File: src/rtl/pbus_frame_writer.sv
module pbus_frame_writer #(
  parameter int DW    = 16,
  parameter int DIM_W = 10
) (
  input  logic             clk,
  input  logic             rst_n,
  input  logic             reg_we,
  input  logic [1:0]       reg_addr,
  input  logic [19:0]      reg_wdata,
  output logic [19:0]      cfg_q,
  input  logic [DIM_W-1:0] frame_w,
  input  logic [DIM_W-1:0] frame_h,
  input  logic             pix_valid,
  input  logic [DW-1:0]    pix_data,
  output logic             pix_ready,
  output logic             cs_n,
  output logic             wr_n,
  output logic [DW-1:0]    data,
  output logic             busy,
  output logic             irq
);
  localparam int CNT_W = 2 * DIM_W;
  localparam int PH_W = 4;
  localparam logic [1:0] A_CFG = 2'd0;
  localparam logic [1:0] A_TRIG = 2'd1;
  localparam logic [1:0] A_IRQ = 2'd2;
  localparam logic [19:0] CFG_RST = 20'h00100;

  typedef enum logic [2:0] {S_IDLE, S_FETCH, S_CSS, S_WRS, S_ACT, S_HOLD} st_t;

  st_t              st;
  logic [19:0]      cfg;
  logic [PH_W-1:0]  ph;
  logic [CNT_W-1:0] pix_cnt, total_q;
  logic [DW-1:0]    data_q;
  logic             irq_en, irq_pend;

  wire [PH_W-1:0] t_cs   = cfg[19:16];
  wire [PH_W-1:0] t_ws   = cfg[15:12];
  wire [PH_W-1:0] t_act  = cfg[11:8];
  wire [PH_W-1:0] t_hold = cfg[7:4];
  wire            if_en  = cfg[0];

  wire [CNT_W-1:0] total = CNT_W'(frame_w) * CNT_W'(frame_h);
  wire trig_hit = reg_we && reg_addr == A_TRIG && &reg_wdata[1:0] && if_en
                  && st == S_IDLE && total != '0;
  wire ph_end = ph == '0;
  wire last_pix = (pix_cnt + CNT_W'(1)) == total_q;
  wire frame_done = st == S_HOLD && ph_end && last_pix;

  always_ff @(posedge clk or negedge rst_n) begin
    if (!rst_n) cfg <= CFG_RST;
    else if (reg_we && reg_addr == A_CFG) cfg <= reg_wdata;
  end

  always_ff @(posedge clk or negedge rst_n) begin
    if (!rst_n) begin
      st      <= S_IDLE;
      ph      <= '0;
      pix_cnt <= '0;
      total_q <= '0;
      data_q  <= '0;
    end else begin
      case (st)
        S_IDLE:
          if (trig_hit) begin
            st      <= S_FETCH;
            pix_cnt <= '0;
            total_q <= total;
          end
        S_FETCH:
          if (pix_valid) begin
            st     <= S_CSS;
            data_q <= pix_data;
            ph     <= t_cs;
          end
        S_CSS:
          if (ph_end) begin st <= S_WRS; ph <= t_ws; end
          else ph <= ph - PH_W'(1);
        S_WRS:
          if (ph_end) begin st <= S_ACT; ph <= t_act; end
          else ph <= ph - PH_W'(1);
        S_ACT:
          if (ph_end) begin st <= S_HOLD; ph <= t_hold; end
          else ph <= ph - PH_W'(1);
        S_HOLD:
          if (ph_end) begin
            st      <= last_pix ? S_IDLE : S_FETCH;
            pix_cnt <= pix_cnt + CNT_W'(1);
          end else ph <= ph - PH_W'(1);
        default: st <= S_IDLE;
      endcase
    end
  end

  always_ff @(posedge clk or negedge rst_n) begin
    if (!rst_n) begin
      irq_en   <= 1'b0;
      irq_pend <= 1'b0;
    end else begin
      if (reg_we && reg_addr == A_IRQ) irq_en <= reg_wdata[0];
      if (frame_done) irq_pend <= 1'b1;
      else if (reg_we && reg_addr == A_IRQ && reg_wdata[1]) irq_pend <= 1'b0;
    end
  end

  assign cfg_q     = cfg;
  assign pix_ready = st == S_FETCH;
  assign cs_n      = st == S_IDLE || st == S_FETCH;
  assign wr_n      = st != S_ACT;
  assign busy      = st != S_IDLE;
  assign data      = data_q;
  assign irq       = irq_pend && irq_en;
endmodule

File: config.mk
export PLATFORM = sky130hd
export DESIGN_NAME = pbus_frame_writer
export DESIGN_NICKNAME = d
export VERILOG_FILES = /design/src/rtl/pbus_frame_writer.sv
export SDC_FILE = /design/constraint.sdc
export NUM_CORES = 1
export LEC_CHECK = 0
export ABC_AREA = 1
export BUFFER_PORTS_ARGS = -buffer_cell sky130_fd_sc_hd__buf_2
export CAP_MARGIN = 30
export CORE_AREA = 2 2 170 172
export DETAILED_ROUTE_END_ITERATION = 6
export DIE_AREA = 0 0 172 174
export GPL_ROUTABILITY_DRIVEN = 0
export GPL_TIMING_DRIVEN = 1
export PLACE_DENSITY = 0.46
export SETUP_SLACK_MARGIN = 0.15
export SLEW_MARGIN = 20
export SYNTH_ARGS = -nofsm -noshare
export SYNTH_HDL_FRONTEND = slang
export SYNTH_SLANG_ARGS = --single-unit
File: constraint.sdc
create_clock -name clk -period 2.5 [get_ports clk]
set_clock_uncertainty 0.1 [all_clocks]
set_input_delay 0.375 -clock clk [delete_from_list [all_inputs] [get_ports clk]]
set_output_delay 0.375 -clock clk [all_outputs]
set_load 0.005 [all_outputs]
# Word level (Yosys, flattened, before mapping)

Cells that the tools add are included.

Input bits: 62
Logic and storage cells: 72
Register bits: 85
Output and inout port bits: 41

Eq/ne operators: 16
Add/sub/neg operators: 2
Multiplexer cells: 19
Multiply operators: 1
Reductions and logical operators: 26

Operators with widths:

| kind                    | number |
|---|---|
| $mux W20                | 2 |
| $pmux W20 S2            | 1 |
| $add A20 B1 Y20 const B | 1 |
| $eq A20 B20 Y1          | 1 |
| $mul A10 B10 Y20        | 1 |
| $mux W4                 | 5 |
| $pmux W4 S5             | 1 |
| $reduce_bool A20 Y1     | 1 |
| $mux W3                 | 6 |
| $pmux W3 S6             | 1 |
| $ne A2 B2 Y1 const B    | 7 |
| $logic_and A1 B1 Y1     | 11 |
| $eq A3 B2 Y1 const B    | 2 |
| $eq A3 B3 Y1 const B    | 2 |
| $reduce_and A2 Y1       | 3 |
| $reduce_and A3 Y1       | 2 |
| $reduce_and A6 Y1       | 1 |
| $reduce_bool A5 Y1      | 1 |
| $logic_not A4 Y1        | 1 |
| $reduce_bool A2 Y1      | 2 |
| $sub A4 B1 Y4 const B   | 1 |
| $eq A3 B1 Y1 const B    | 1 |
| $logic_not A3 Y1        | 1 |
| $mux W1                 | 3 |
| 6 further kinds         | 6 |

# Longest topological paths before layout

Depth after elaboration: 8
Depth in mapped cells: 30
Gate-level depth less buffers: 28

# Worst setup path before layout

Ideal clock, no wire load.

Kind: input to register
From: input port frame_h[3]
To: register total_q[18]
Path buffers: 3
Stages on the path: 29
Path slack: -2896 ps
Required time: 2283 ps
Library setup time: 117 ps
Arrival: 5179 ps
Cell sequence: clkbuf_1 > nand2_1 > fa_1 > inv_1 > fa_1 > inv_1 > fa_1 > inv_1 > fa_1 > inv_1 > fa_1 > inv_1 > ha_1 > nand2_1 > inv_1 > a21oi_1 > nand2_2 > nand2_1 > nand2_1 > nor2_1 > nand3_1 > nor2_1 > nand3_1 > nand2_2 > buf_6 > inv_4 > buf_6 > nand2_2 > o21ai_2

Word-level cells in the longest chain between the ends: 4

Ends and longest elaborated chain:

| what                        | line | RTL |
|---|---|---|
| from (decl)                 | 12   | `input logic [DIM_W-1:0] frame_h,` |
| $mul A10 B10 Y20 *          | 44   | `wire [CNT_W-1:0] total = CNT_W'(frame_w) * CNT_W'(frame_h);` |
| $reduce_bool A20 Y1         | 46   | `&& st == S_IDLE && total != '0;` |
| $logic_and A1 B1 Y1         | 46   |  |
| $reduce_and A2 Y1 (no line) | -    |  |
| to (signal assigned)        | 69   | `total_q <= total;` |
| to (decl)                   | 34   | `logic [CNT_W-1:0] pix_cnt, total_q;` |

Every way passes the cells marked *; elsewhere a longest branch is shown, timed or not.
A chain may end at the register's enable or synchronous reset.

# Worst setup path in the final report

From: input port frame_w[0]
To: register pix_cnt[8]

Word-level cells in the longest chain between the ends: 5

Ends and longest elaborated chain:

| what                        | line | RTL |
|---|---|---|
| from (decl)                 | 11   | `input logic [DIM_W-1:0] frame_w,` |
| $mul A10 B10 Y20            | 44   |  |
| $reduce_bool A20 Y1         | 46   |  |
| $logic_and A1 B1 Y1         | 46   |  |
| $ne A2 B2 Y1 (no line)      | -    |  |
| $reduce_and A3 Y1 (no line) | -    |  |
| to (signal assigned)        | 89   | `pix_cnt <= pix_cnt + CNT_W'(1);` |
| to (decl)                   | 34   |  |

Every way passes these cells.

==> flow_metrics.env <==
export IMPL_status="finished, violations left"
export IMPL_violations="negative setup slack"
export IMPL_antenna_cells=0
export IMPL_dpl_hpwl_um=17800
export IMPL_synth_nets=1284
export IMPL_rsz0062_at_grt="yes"
export IMPL_worstPathArrival_ps=5090
export IMPL_synth_warnings=0
export IMPL_end_kind="flip-flop"
export IMPL_clockBufferDepth=2
export IMPL_coreArea_sq_mm=0.0282
export IMPL_rr_worst_depth=14
export IMPL_area_growth_pct=32.9
export IMPL_max_cap_viol_count=0
export IMPL_timing_final_ws_setup_ps=-2420
export IMPL_timing_final_max_slew_violations=0
export IMPL_postSynthAreaPerCell_sq_um=7.53
export IMPL_row_count=62
export IMPL_layout_nets=1482
export IMPL_grt_overflow=0
export IMPL_vias=7309
export IMPL_syn_area_sq_mm=0.00830
export IMPL_synth_seq_cells=85
export IMPL_async_flop_share_pct=100
export IMPL_r2r_end="st[0]$_DFFE_PN0P_"
export IMPL_worstPathMaxFanout=6
export IMPL_start_util_pct=29.4
export IMPL_die_area_sq_mm=0.0299
export IMPL_setup_viol=43
export IMPL_htree_num_levels=3
export IMPL_root_buffer="clkbuf_16"
export IMPL_switching_share_pct=43.1
export IMPL_crit_reg2reg_launch="pix_cnt[0]$_DFFE_PN0P_"
export IMPL_power_share_clock_pct=11.4
export IMPL_dr_pass1_iters=4
export IMPL_ant_nets=0
export IMPL_clk_latency_ps=350
export IMPL_crit_path_end="pix_cnt[8]$_DFFE_PN0P_"
export IMPL_fin_crit_sh_pct=197
export IMPL_numPortBuffers=102
export IMPL_ys_types=40
export IMPL_critPathLaunch="frame_w[0]"
export IMPL_synth_seq_area_share_pct=25.7
export IMPL_cts_sinks=85
export IMPL_grtUsageTotal_pct=15.2
export IMPL_startpoint_type="input port"
export IMPL_p_leak_nw=5.90
export IMPL_synth_flop_cell="dfrtp_1"
export IMPL_post_drt_via_cell_ratio=4.33
export IMPL_clock_fmax_mhz=203
export IMPL_fillers=3019
export IMPL_min_period_ps=4920
export IMPL_pin_count=103
export IMPL_tightest_slew_ps=843
export IMPL_post_route_drc_count=0
export IMPL_dpl_worst_slack_ps=-2810
export IMPL_antenna_found_initial=0
export IMPL_first_iter_violations=266
export IMPL_power_internal_w=0.00682
export IMPL_grt_max_degree=51
export IMPL_drive_above_1_share_pct=30.5
export IMPL_worstPathRequired_ps=2680
export IMPL_finalHoldViolCount=0
export IMPL_path_clk_slew_ps=70
export IMPL_grt_pass1_wl_um=36500
export IMPL_wl_per_cell_um=12.9
export IMPL_die_w_um=172
export IMPL_synth_top_area_cell="dfrtp_1"
export IMPL_synthTopCellsByCount="nand2_1 (350), inv_1 (209), dfrtp_1 (84)"
export IMPL_cts_made_buffers=9
export IMPL_regToRegSetupSlack_ps=170
export IMPL_cts_tree="built"
export IMPL_hold_class="in -> reg"
export IMPL_yosys_top_cells_area="dfrtp_1 (25%), nand2_1 (16%), fa_1 (15%), inv_1 (9.5%), ha_1 (8.7%)"
export IMPL_ir_worst_vdd_mv=0.517
export IMPL_die_h_um=174
export IMPL_synth_top_area_share_pct=25.3
export IMPL_totalWireLength_um=21800
export IMPL_p_sw_w=0.00516
export IMPL_max_slew_margin_pct=43.7
export IMPL_path_class="in -> reg"
export IMPL_p_per_area_mw_per_mm2=1090
export IMPL_synth_edf_count=0
export IMPL_grt_pass1_vias=7466
export IMPL_comb_power_share_pct=72.0
export IMPL_seq_power_share_pct=16.6
export IMPL_postSynthCellCount=1102
export IMPL_synth_most_common_cell="nand2_1"
export IMPL_fin_util_pct=39.1
power by group through the flow:
| stage | clock network [W] | logic [W] | registers (W) |
|---|---|---|---|
| finish | 0.00137 | 0.00862 | 0.00199 |
| global route | 0.00147 | 0.00967 | 0.00204 |
| CTS | 0.00143 | 0.00826 | 0.00199 |
| detailed placement | 0 | 0.00704 | 0.00201 |
| floorplan | 0 | 0.00430 | 0.00197 |
| global placement | 0 | 0.00702 | 0.00200 |
state kept, by name (all words and copies together), names as in the netlist:
register,cells
data,16
pix_cnt,20
ph,4
irq_pend,1
irq_en,1
st,3
total_q,20
cfg_q,20
stage by stage:
step | instance area (sq um) | std cells | TNS, ps | power (W) | hold WS (ps)
after floorplan | 8540 | 1102 | -102010 | 0.00627 | -20.6
after global placement | 10000 | 1657 | -120140 | 0.00902 | 272
after detailed placement | 10000 | 1657 | -119710 | 0.00905 | 273
after CTS | 10700 | 1682 | -98420 | 0.0117 | 133
after global routing | 11000 | 1689 | -113900 | 0.0132 | 142
final | 11000 | 1689 | -101670 | 0.0120 | 146
kinds of logic after synthesis:
group / share of synthesized area [%]
flip-flops: 25.7
XOR/XNOR: 2.38
buffers and inverters: 11.7
adder cells (fa/ha/maj): 23.7
AND/OR/NAND/NOR: 25.3
multiplexers: 4.62
AO/OA/AOI/OAI: 6.62
routing by layer:
metal / vias to the layer above / track usage [%] / wire, um
li1: 3774 / - / -
met1: 3439 / 19.1 / 9860
met2: 73 / 27.3 / 11200
met3: 23 / 1.50 / 361
met4: 0 / 4.34 / 362
met5: - / 0 / 0
critical path, cell delays in order:
cell,delay [ps]
buf_4,110
nand2_2,60
fa_1,480
fa_1,530
inv_2,40
fa_1,490
fa_1,550
inv_1,50
fa_1,490
inv_2,50
ha_4,260
nand2_4,90
inv_4,40
a21oi_4,170
nor2_1,70
nor2_1,130
nand3b_1,90
nand2_1,80
nand2_1,50
nor2_1,100
nand3_1,100
nand2_2,120
nand2_2,90
nand2_4,110
buf_6,130
buf_12,120
nand2_1,50
o21ai_1,70
timing repair:
item | in CTS | in global routing
hold buffers | 1 | 0
pin swaps | 10 | 22
setup endpoints to repair | 43 | 46
resized for setup | 63 | 64
gates cloned | 1 | 4
hold endpoints to repair | 34 | 0
buffers inserted | 7 | 3
final cells by class:
type                       count  area, sq um  share of cell area [%]
multi-input combinational    772         5630                    51.0
sequential                    85         2130                    19.3
timing repair buffer         221         1690                    15.3
inverter                     211          802                    7.27
tap                          384          480                    4.36
clock buffer                  10          229                    2.08
clock inverter                 6         72.6                   0.658
cell usage in the layout (no fill, tap or decap), types with 29 or more instances in the layout:
master   instances
buf_2           83
buf_4          114
dfrtp_1         84
fa_1            60
ha_1            46
inv_1          199
mux2_2          34
nand2_1        312
nand2_2         37
nand3_1         47
nor2_1          53
o21ai_0         29
worst min-delay path by stage:
stage / depth (start not counted) / slack [ps] / endpoint / startpoint
after global placement: 1 / 270 / data[13]$_DFFE_PN0P_ / rst_n
final: 2 / 150 / cfg_q[18]$_DFFE_PN0P_ / reg_wdata[18]
after CTS: 2 / 130 / data[1]$_DFFE_PN0P_ / pix_data[1]
after detailed placement: 1 / 270 / data[13]$_DFFE_PN0P_ / rst_n
after global routing: 2 / 140 / cfg_q[18]$_DFFE_PN0P_ / reg_wdata[18]
after floorplan: 0 / -20 / cfg_q[0]$_DFFE_PN0P_ / rst_n
Note: power is estimated with default switching activity, not from simulation.
